[src/rtl/sixstep_gate_ctrl.sv]
module sixstep_gate_ctrl #(
  parameter int DEAD_CYC = 8
) (
  input  logic       clk,
  input  logic       rst_n,
  input  logic       align_req,
  input  logic       step_stb,
  input  logic       pwm_en,
  input  logic       brake,
  input  logic       uv_flag,
  output logic [2:0] lo_gate,
  output logic [2:0] hi_gate_n,
  output logic [1:0] smp_sel,
  output logic       fault_n,
  output logic [2:0] state_o
);

  localparam int CW = $clog2(DEAD_CYC + 1);
  localparam logic [2:0] ST_P = 3'd0;
  localparam logic [2:0] ST_A = 3'd1;
  localparam logic [2:0] ST_F = 3'd6;

  logic [2:0]    st_q, st_d;
  logic [CW-1:0] dead_q;
  logic [2:0]    lo_raw, hi_raw_n, lo_nxt, hi_nxt_n;
  logic [1:0]    sel_raw;
  logic          lc_ok;

  always_comb begin
    st_d = st_q;
    if (align_req)
      st_d = ST_P;
    else if (step_stb)
      st_d = (st_q == ST_P || st_q == ST_F) ? ST_A : st_q + 3'd1;
  end

  always_ff @(posedge clk or negedge rst_n)
    if (!rst_n) st_q <= ST_P;
    else        st_q <= st_d;

  always_ff @(posedge clk or negedge rst_n)
    if (!rst_n)
      dead_q <= '0;
    else if (st_q == ST_P && st_d == ST_A)
      dead_q <= CW'(DEAD_CYC);
    else if (dead_q != '0)
      dead_q <= dead_q - 1'b1;

  always_comb begin
    unique case (st_q)
      3'd0:    begin lo_raw = 3'b010; hi_raw_n = 3'b010; sel_raw = 2'd0; end
      3'd1:    begin lo_raw = 3'b100; hi_raw_n = 3'b110; sel_raw = 2'd2; end
      3'd2:    begin lo_raw = 3'b100; hi_raw_n = 3'b101; sel_raw = 2'd1; end
      3'd3:    begin lo_raw = 3'b001; hi_raw_n = 3'b101; sel_raw = 2'd3; end
      3'd4:    begin lo_raw = 3'b001; hi_raw_n = 3'b011; sel_raw = 2'd2; end
      3'd5:    begin lo_raw = 3'b010; hi_raw_n = 3'b011; sel_raw = 2'd1; end
      3'd6:    begin lo_raw = 3'b010; hi_raw_n = 3'b110; sel_raw = 2'd3; end
      default: begin lo_raw = 3'b000; hi_raw_n = 3'b111; sel_raw = 2'd0; end
    endcase
  end

  assign lc_ok = (dead_q == '0) && hi_gate_n[2];

  always_comb begin
    if (uv_flag) begin
      lo_nxt   = 3'b000;
      hi_nxt_n = 3'b111;
    end else if (brake) begin
      lo_nxt   = 3'b111;
      hi_nxt_n = 3'b111;
    end else begin
      lo_nxt   = lo_raw & {3{pwm_en}} & {lc_ok, 2'b11};
      hi_nxt_n = hi_raw_n;
    end
  end

  always_ff @(posedge clk or negedge rst_n)
    if (!rst_n) begin
      lo_gate   <= 3'b000;
      hi_gate_n <= 3'b111;
      smp_sel   <= 2'd0;
      fault_n   <= 1'b1;
    end else begin
      lo_gate   <= lo_nxt;
      hi_gate_n <= hi_nxt_n;
      smp_sel   <= sel_raw;
      fault_n   <= !uv_flag;
    end

  assign state_o = st_q;


  ring_step_chk: assert property (@(posedge clk) disable iff (!rst_n)
    (step_stb && !align_req && st_q != ST_P) |=>
      st_q == (($past(st_q) == ST_F) ? ST_A : $past(st_q) + 3'd1));


  align_win_chk: assert property (@(posedge clk) disable iff (!rst_n)
    align_req |=> st_q == ST_P);


  chop_lo_chk: assert property (@(posedge clk) disable iff (!rst_n)
    (!pwm_en && !brake) |=> lo_gate == 3'b000);


  phase_c_gap_chk: assert property (@(posedge clk) disable iff (!rst_n)
    (lo_gate[2] && !$past(brake)) |-> $past(hi_gate_n[2]));


  brake_force_chk: assert property (@(posedge clk) disable iff (!rst_n)
    (brake && !uv_flag) |=> (lo_gate == 3'b111 && hi_gate_n == 3'b111));


  uv_off_chk: assert property (@(posedge clk) disable iff (!rst_n)
    uv_flag |=> (lo_gate == 3'b000 && hi_gate_n == 3'b111 && !fault_n));


  no_shoot_chk: assert property (@(posedge clk) disable iff (!rst_n)
    (lo_gate & ~hi_gate_n) == 3'b000);

endmodule

[config.mk]
export PLATFORM = sky130hd
export DESIGN_NAME = sixstep_gate_ctrl
export DESIGN_NICKNAME = d
export VERILOG_FILES = /design/src/rtl/sixstep_gate_ctrl.sv
export SDC_FILE = /design/constraint.sdc
export NUM_CORES = 1
export LEC_CHECK = 0
export ABC_AREA = 1
export BUFFER_PORTS_ARGS = -buffer_cell sky130_fd_sc_hd__buf_2
export CORE_MARGIN = 2
export CORE_UTILIZATION = 47
export DETAILED_ROUTE_END_ITERATION = 16
export PLACE_DENSITY = 0.73
export SYNTH_ARGS = -nofsm -noshare
export SYNTH_HDL_FRONTEND = slang
export SYNTH_SLANG_ARGS = --single-unit
[constraint.sdc]
create_clock -name clk -period 1.2 [get_ports clk]
set_input_delay 0 -clock clk [delete_from_list [all_inputs] [get_ports clk]]
set_output_delay 0 -clock clk [all_outputs]
set_load 0.03 [all_outputs]
==> results of run 1 <==
-- worst max path at each step --
stage                     slack (ns)                     to            startpoint  depth (start not counted)
final                          -0.16  dead_q[0]$_DFFE_PN0P_  state_o[1]$_DFF_PN0_                          9
after global routing           -0.22  dead_q[0]$_DFFE_PN0P_  state_o[1]$_DFF_PN0_                          9
after CTS                      -0.13  dead_q[2]$_DFFE_PN0P_  state_o[1]$_DFF_PN0_                          9
after detailed placement       -0.16  dead_q[0]$_DFFE_PN0P_  state_o[1]$_DFF_PN0_                          9
after global placement         -0.14  dead_q[0]$_DFFE_PN0P_  state_o[1]$_DFF_PN0_                          9
after floorplan                -0.17  dead_q[0]$_DFFE_PN0P_  state_o[0]$_DFF_PN0_                          9
-- cells in the final DEF, fill, tap and decap left out, types with 2 or more instances in the layout --
cell type,instances
a21oi_1,5
ha_1,5
dfrtp_1,9
xor2_1,2
buf_6,2
buf_2,18
dfrtp_2,3
nand2_1,23
nand2_2,4
nand3b_1,2
ha_4,5
nor2_1,2
clkbuf_4,3
nand3_2,5
buf_4,21
inv_2,2
dfstp_2,4
nand4_1,2
nand2_4,3
nor2_2,2
o21ai_0,2
dlygate4sd3_1,4
inv_1,11
nand3_1,2
-- kinds of logic (layout without fill, tap and decap cells) --
| group | after synthesis | in the layout | synth area share, % |
|---|---|---|---|
| DFF | 16 | 16 | 45.3 |
| AOI/OAI and AO/OA | 10 | 10 | 6.01 |
| buffers and inverters | 17 | 65 | 8.81 |
| adders and majority gates | 10 | 10 | 14.0 |
| xor gates and xnor gates | 3 | 3 | 2.94 |
| and+or+nand+nor | 45 | 45 | 22.9 |
-- per-layer routing --
metal / up-vias / routed length [um] / GRT usage [%]
met5: - / 0 / 0
met4: 0 / 14 / 9.19
met3: 2 / 71 / 1.51
met2: 24 / 996 / 31.1
met1: 356 / 929 / 23.8
li1: 419 / - / -
-- registers in the layout, summed over array words and instances (netlist names) --
| register | count |
|---|---|
| dead_q | 4 |
| fault_n | 1 |
| hi_gate_n | 3 |
| lo_gate | 3 |
| smp_sel | 2 |
| state_o | 3 |
-- metrics by stage --
| step | instance area, um2 | hold slack [ns] | setup TNS [ns] | worst slack [ns] |
|---|---|---|---|---|
| final | 1390 | 0.0864 | -1.17 | -0.160 |
| after global routing | 1390 | 0.101 | -2.02 | -0.222 |
| after CTS | 1350 | 0.0876 | -0.793 | -0.128 |
| after detailed placement | 1180 | -0.0731 | -0.854 | -0.162 |
| after global placement | 1180 | -0.0762 | -0.665 | -0.141 |
| after floorplan | 953 | -0.296 | -0.648 | -0.165 |
-- what timing repair did --
action                     4_1_cts  5_1_grt
gates resized for setup         12        8
setup endpoints to repair       10       14
gates cloned                     0        0
pin swaps                       10        4
hold endpoints to repair        22        0
hold buffers                     4        0
setup buffers                    5        3
-- tightest hold or removal path, delay by kind of cell --
family / cells / cell delay, ns
buf+inv: 3 / 0.23
compound gates: 1 / 0.05
simple gates: 1 / 0.07
-- power groups by stage --
stage,registers (W),logic (W),clock network (W)
finish,0.000701,0.000757,0.000355
global route,0.000714,0.000843,0.000386
CTS,0.000701,0.000739,0.000359
detailed placement,0.000711,0.000676,0
global placement,0.000708,0.000657,0
floorplan,0.000765,0.000393,0
-- cell type report --
cell class                 count  area [um2]
clock buffer                   4        36.3
fill                         127         372
sequential                    16         409
tap                           25        31.3
multi-input combinational     68         531
inverter                      16        75.1
timing repair buffer          45         310
==> results.cfg, run 1 <==
[floorplanning]
rows = 15
dieArea_mm2 = 0.00227
die_w_um = 47.6
initial_core_util_pct = 50.7
io_pins = 19
core_area_mm2 = 0.00176
die_h_um = 47.6

[power]
power.net_switching_w = 0.000641
irDropWorstVdd_uv = 719
power_frac_comb_pct = 41.8
seqPwrFrac_pct = 38.7
p_sw_share_pct = 35.3
power.internal_w = 0.00117
p_leak_nw = 0.720
p_clk_share_pct = 19.6
powerDensity_mw_per_mm2 = 1300
finalPower_w = 0.00181

[sta]
final_max_slew_viol_count = 0
tightest_slew_ns = 0.355
rsz0062_at_grt = yes
hold_viol_final = 0
max_freq_mhz = 735
min_period_ns = 1.36
setup_ws_ns = -0.160
setup_viol = 14
fin_crit_sh_pct = 113
clock_skew_ns = 0.00203
relSlewSlack_pct = 76.3

[grt]
grt_max_degree = 17
grt_antenna_before_repair = 0
grt_overflow = 0
grt_use_total_pct = 18.5
grt_pass1_vias = 735
grt_pass1_wl_mm = 2.97

[synth]
synthArstFlopShare_pct = 100
synth_area_leader_cell = dfrtp_1
syn-cell-area_um2 = 895
synth_top_area_share_pct = 33.6
synthDistinctLibCells = 20
ys_ff_latch = 16
syn_inst = 101
syn-num-nets = 118
avgSynthCellArea_um2 = 8.86
yosys_most_used_dff = dfrtp_1
synth_most_common_cell = nand2_1
synth_edf_count = 0
ys_top_cells_by_area = dfrtp_1, ha_1, dfstp_2, nand2_1, inv_1
ys_warn_count = 0
yosysSeqAreaShare_pct = 45.3
synth_common_cells = nand2_1, inv_1, dfrtp_1

[worst_setup_path]
worstSetupPathType = reg2reg
cp_max_fo = 6
cp.required_ns = 1.39
endpoint_kind = flop
critPathMostFrequentCell = nand3_2
r2r_cells = 9
slowest_delay_ns = 0.49
crit_chain = inv_4, ha_4, nand2_4, nand3_2, nand2_2, nor2_2, nand3_2, nand2_1, inv_1
cp.arrival_ns = 1.55
r2r_setup_slack_ns = -0.16
reg2reg_from = state_o[1]$_DFF_PN0_
r2r_end = dead_q[0]$_DFFE_PN0P_
critPathSlowestCell = dfrtp_2
timing.critical_path.buf_inv = 2
critPathLaunchType = flop
path_delay_family = flip-flops

[status]
status = complete, but fails checks
violations = negative setup slack

[clock_tree]
insertion_delay_ns = 0.28
cts_buffer_depth = 2
path_clk_slew_ns = 0.09
numCtsBuffers = 3
htreeDepth = 1
cts_tree = yes
cts.sinks = 16
cts_root_buf = clkbuf_4

[drt]
vias_per_cell = 4.60
ant_nets = 0
vias = 801
wirelength_mm = 2.01
drt-initial-drc-count = 13
dr.pass1.iters = 6
drt-wirelength-per-cell_um = 11.6
drc = 0

[finish]
diodes = 0
utilization_pct = 78.9
area_delta_synth_final_pct = 55.7
layout-drive-gt1-share_pct = 52.3
stdcell_count = 174
num-nets-final = 167

[hold_path]
min_path_cells = 5
hold_class = in2reg
hold_end = state_o[2]$_DFF_PN0_
min_from = align_req

[place]
place.gp.congestion = 0.852
dp.cells = 158
dp_hpwl_mm = 1.38
io_buffer_count = 18

[flow_run]
cap_violations = 0
Note: power is estimated with default switching activity, not from simulation.
==> inputs of run 2 (changes only) <==
--- a/config.mk
+++ b/config.mk
@@ -8,9 +8,10 @@
 export ABC_AREA = 1
 export BUFFER_PORTS_ARGS = -buffer_cell sky130_fd_sc_hd__buf_2
 export CORE_MARGIN = 2
-export CORE_UTILIZATION = 47
+export CORE_UTILIZATION = 40
+export CTS_BUF_LIST = sky130_fd_sc_hd__clkbuf_8
 export DETAILED_ROUTE_END_ITERATION = 16
-export PLACE_DENSITY = 0.73
 export SYNTH_ARGS = -nofsm -noshare
 export SYNTH_HDL_FRONTEND = slang
 export SYNTH_SLANG_ARGS = --single-unit
+export TNS_END_PERCENT = 50
==> results.cfg, run 2 (same netlist as run 1, synthesis figures left out) <==
[status]
status = complete, but fails checks
violations = negative setup slack

[worst_setup_path]
r2r_cells = 9
r2r_end = dead_q[0]$_DFFE_PN0P_
path_delay_family = flip-flops
cp.required_ns = 1.34
crit_chain = inv_4, ha_4, nand2_4, nand3_2, nand2_2, nor2_4, nand3_4, nand2_1, inv_1
worstSetupPathType = reg2reg
cp_max_fo = 6
endpoint_kind = flop
timing.critical_path.buf_inv = 2
critPathLaunchType = flop
cp.arrival_ns = 1.52
critPathSlowestCell = dfrtp_2
reg2reg_from = state_o[1]$_DFF_PN0_
slowest_delay_ns = 0.49
r2r_setup_slack_ns = -0.17

[drt]
vias = 837
wirelength_mm = 2.19
drc = 0
drt-wirelength-per-cell_um = 12.4
vias_per_cell = 4.76
ant_nets = 0
drt-initial-drc-count = 15
dr.pass1.iters = 4

[finish]
largest_register = dead_q
layout_commonest_cell = buf_4
largest_register_ffs = 4
layout-drive-gt1-share_pct = 58.8
stdcell_count = 176
area_delta_synth_final_pct = 63.4
num-nets-final = 166
diodes = 0
final_cell_mix = buf_4, buf_2, nand2_1

[flow_run]
cap_violations = 0

[place]
dp.cells = 164
dp_hpwl_mm = 1.49
io_buffer_count = 18
place.gp.congestion = 0.836

[grt]
grt_antenna_before_repair = 0
grt_use_total_pct = 18.2
grt_pass1_vias = 820
grt_max_degree = 17
grt_overflow = 0
grt_pass1_wl_mm = 3.56

[clock_tree]
cts.sinks = 16
path_clk_slew_ns = 0.07
insertion_delay_ns = 0.24
cts_tree = yes
cts_root_buf = clkbuf_8
htreeDepth = 1
cts_buffer_depth = 2
numCtsBuffers = 3

[sta]
fin_hold_ws_ns = 0.0160
rsz0062_at_grt = yes
max_freq_mhz = 729
relSlewSlack_pct = 76.5
hold_viol_final = 0
clock_skew_ns = 0.000511
setup_viol = 13
setup_ws_ns = -0.172
tightest_slew_ns = 0.353
min_period_ns = 1.37
final_max_slew_viol_count = 0
fin_crit_sh_pct = 114

[hold_path]
min_path_cells = 3
hold_end = lo_gate[0]$_DFF_PN0_
hold_class = in2reg
min_from = pwm_en

[floorplanning]
die_h_um = 51.3
rows = 17
core_area_mm2 = 0.00217
io_pins = 19
die_w_um = 51.3
dieArea_mm2 = 0.00263
initial_core_util_pct = 41.2

[power]
p_leak_nw = 0.729
powerDensity_mw_per_mm2 = 1380
irDropWorstVdd_uv = 856
## run 2: cell count changes in the layout (fill, tap and decap cells not counted), moves of 2 or more
cell / before / now
a21oi_1: 5 / 3
clkbuf_4: 3 / 0
clkbuf_8: 1 / 4
nand2_1: 23 / 16
nand2_2: 4 / 10
nand3_2: 5 / 3
nor2_2: 2 / 0
nor2_4: 0 / 2
## run 2: worst max path at each step
stage | start | endpoint | cells after the start
6_report | state_o[1]$_DFF_PN0_ | dead_q[0]$_DFFE_PN0P_ | 9
5_1_grt | state_o[1]$_DFF_PN0_ | dead_q[1]$_DFFE_PN0P_ | 9
4_1_cts | state_o[1]$_DFF_PN0_ | dead_q[1]$_DFFE_PN0P_ | 9
3_5_place_dp | state_o[0]$_DFF_PN0_ | dead_q[0]$_DFFE_PN0P_ | 9
3_3_place_gp | state_o[0]$_DFF_PN0_ | dead_q[0]$_DFFE_PN0P_ | 9
2_1_floorplan | state_o[0]$_DFF_PN0_ | dead_q[0]$_DFFE_PN0P_ | 9
## run 2: area by class of cell
| cell class | instances | area (um2) |
|---|---|---|
| fillers | 181 | 708 |
| inverters | 16 | 75.1 |
| flip-flops and latches | 16 | 409 |
| multi-input cells | 68 | 587 |
| clock buffers | 4 | 55.1 |
| well taps | 28 | 35.0 |
| repair buffers | 44 | 300 |
## run 2: tightest hold or removal path, cell delays in order
cell and delay [ns]:
buf_2 0.11, nand2_1 0.06, a21oi_1 0.05
## run 2: layer usage
layer  share of wire [%]  vias to the layer above  global-route usage [%]
met5                   0                        -                       0
met4                 1.2                        0                    4.82
met3                 5.8                        4                    2.92
met2                  53                       22                    32.0
met1                  40                      396                    23.2
li1                    -                      415                       -
## run 2: timing repair
| item | in CTS | in global routing |
|---|---|---|
| gates resized for setup | 14 | 23 |
| buffers inserted | 2 | 3 |
| hold buffers | 3 | 0 |
| gates cloned | 0 | 0 |
| setup endpoints to repair | 12 | 14 |
| pin swaps | 10 | 13 |
| endpoints found under the hold margin | 21 | 0 |
## run 2: power by group
part / leakage (nW) / internal (W) / switching (W)
Clock: 0.0288 / 0.000291 / 0.000188
Sequential: 0.190 / 0.000647 / 0.0000588
Combinational: 0.510 / 0.000370 / 0.000467
Total: 0.729 / 0.00131 / 0.000714
## run 2: metrics by stage
| step | setup slack (ns) | util (%) | TNS (ns) | power (W) | cell area [um2] |
|---|---|---|---|---|---|
| after floorplan | -0.165 | - | -0.657 | 0.00116 | 952 |
| after global placement | -0.201 | 55.4 | -1.05 | 0.00138 | 1200 |
| after detailed placement | -0.194 | 55.4 | -1.12 | 0.00138 | 1200 |
| after CTS | -0.145 | 62.7 | -0.960 | 0.00190 | 1360 |
| after global routing | -0.229 | 67.4 | -2.10 | 0.00219 | 1460 |
| final | -0.172 | 67.4 | -1.20 | 0.00202 | 1460 |
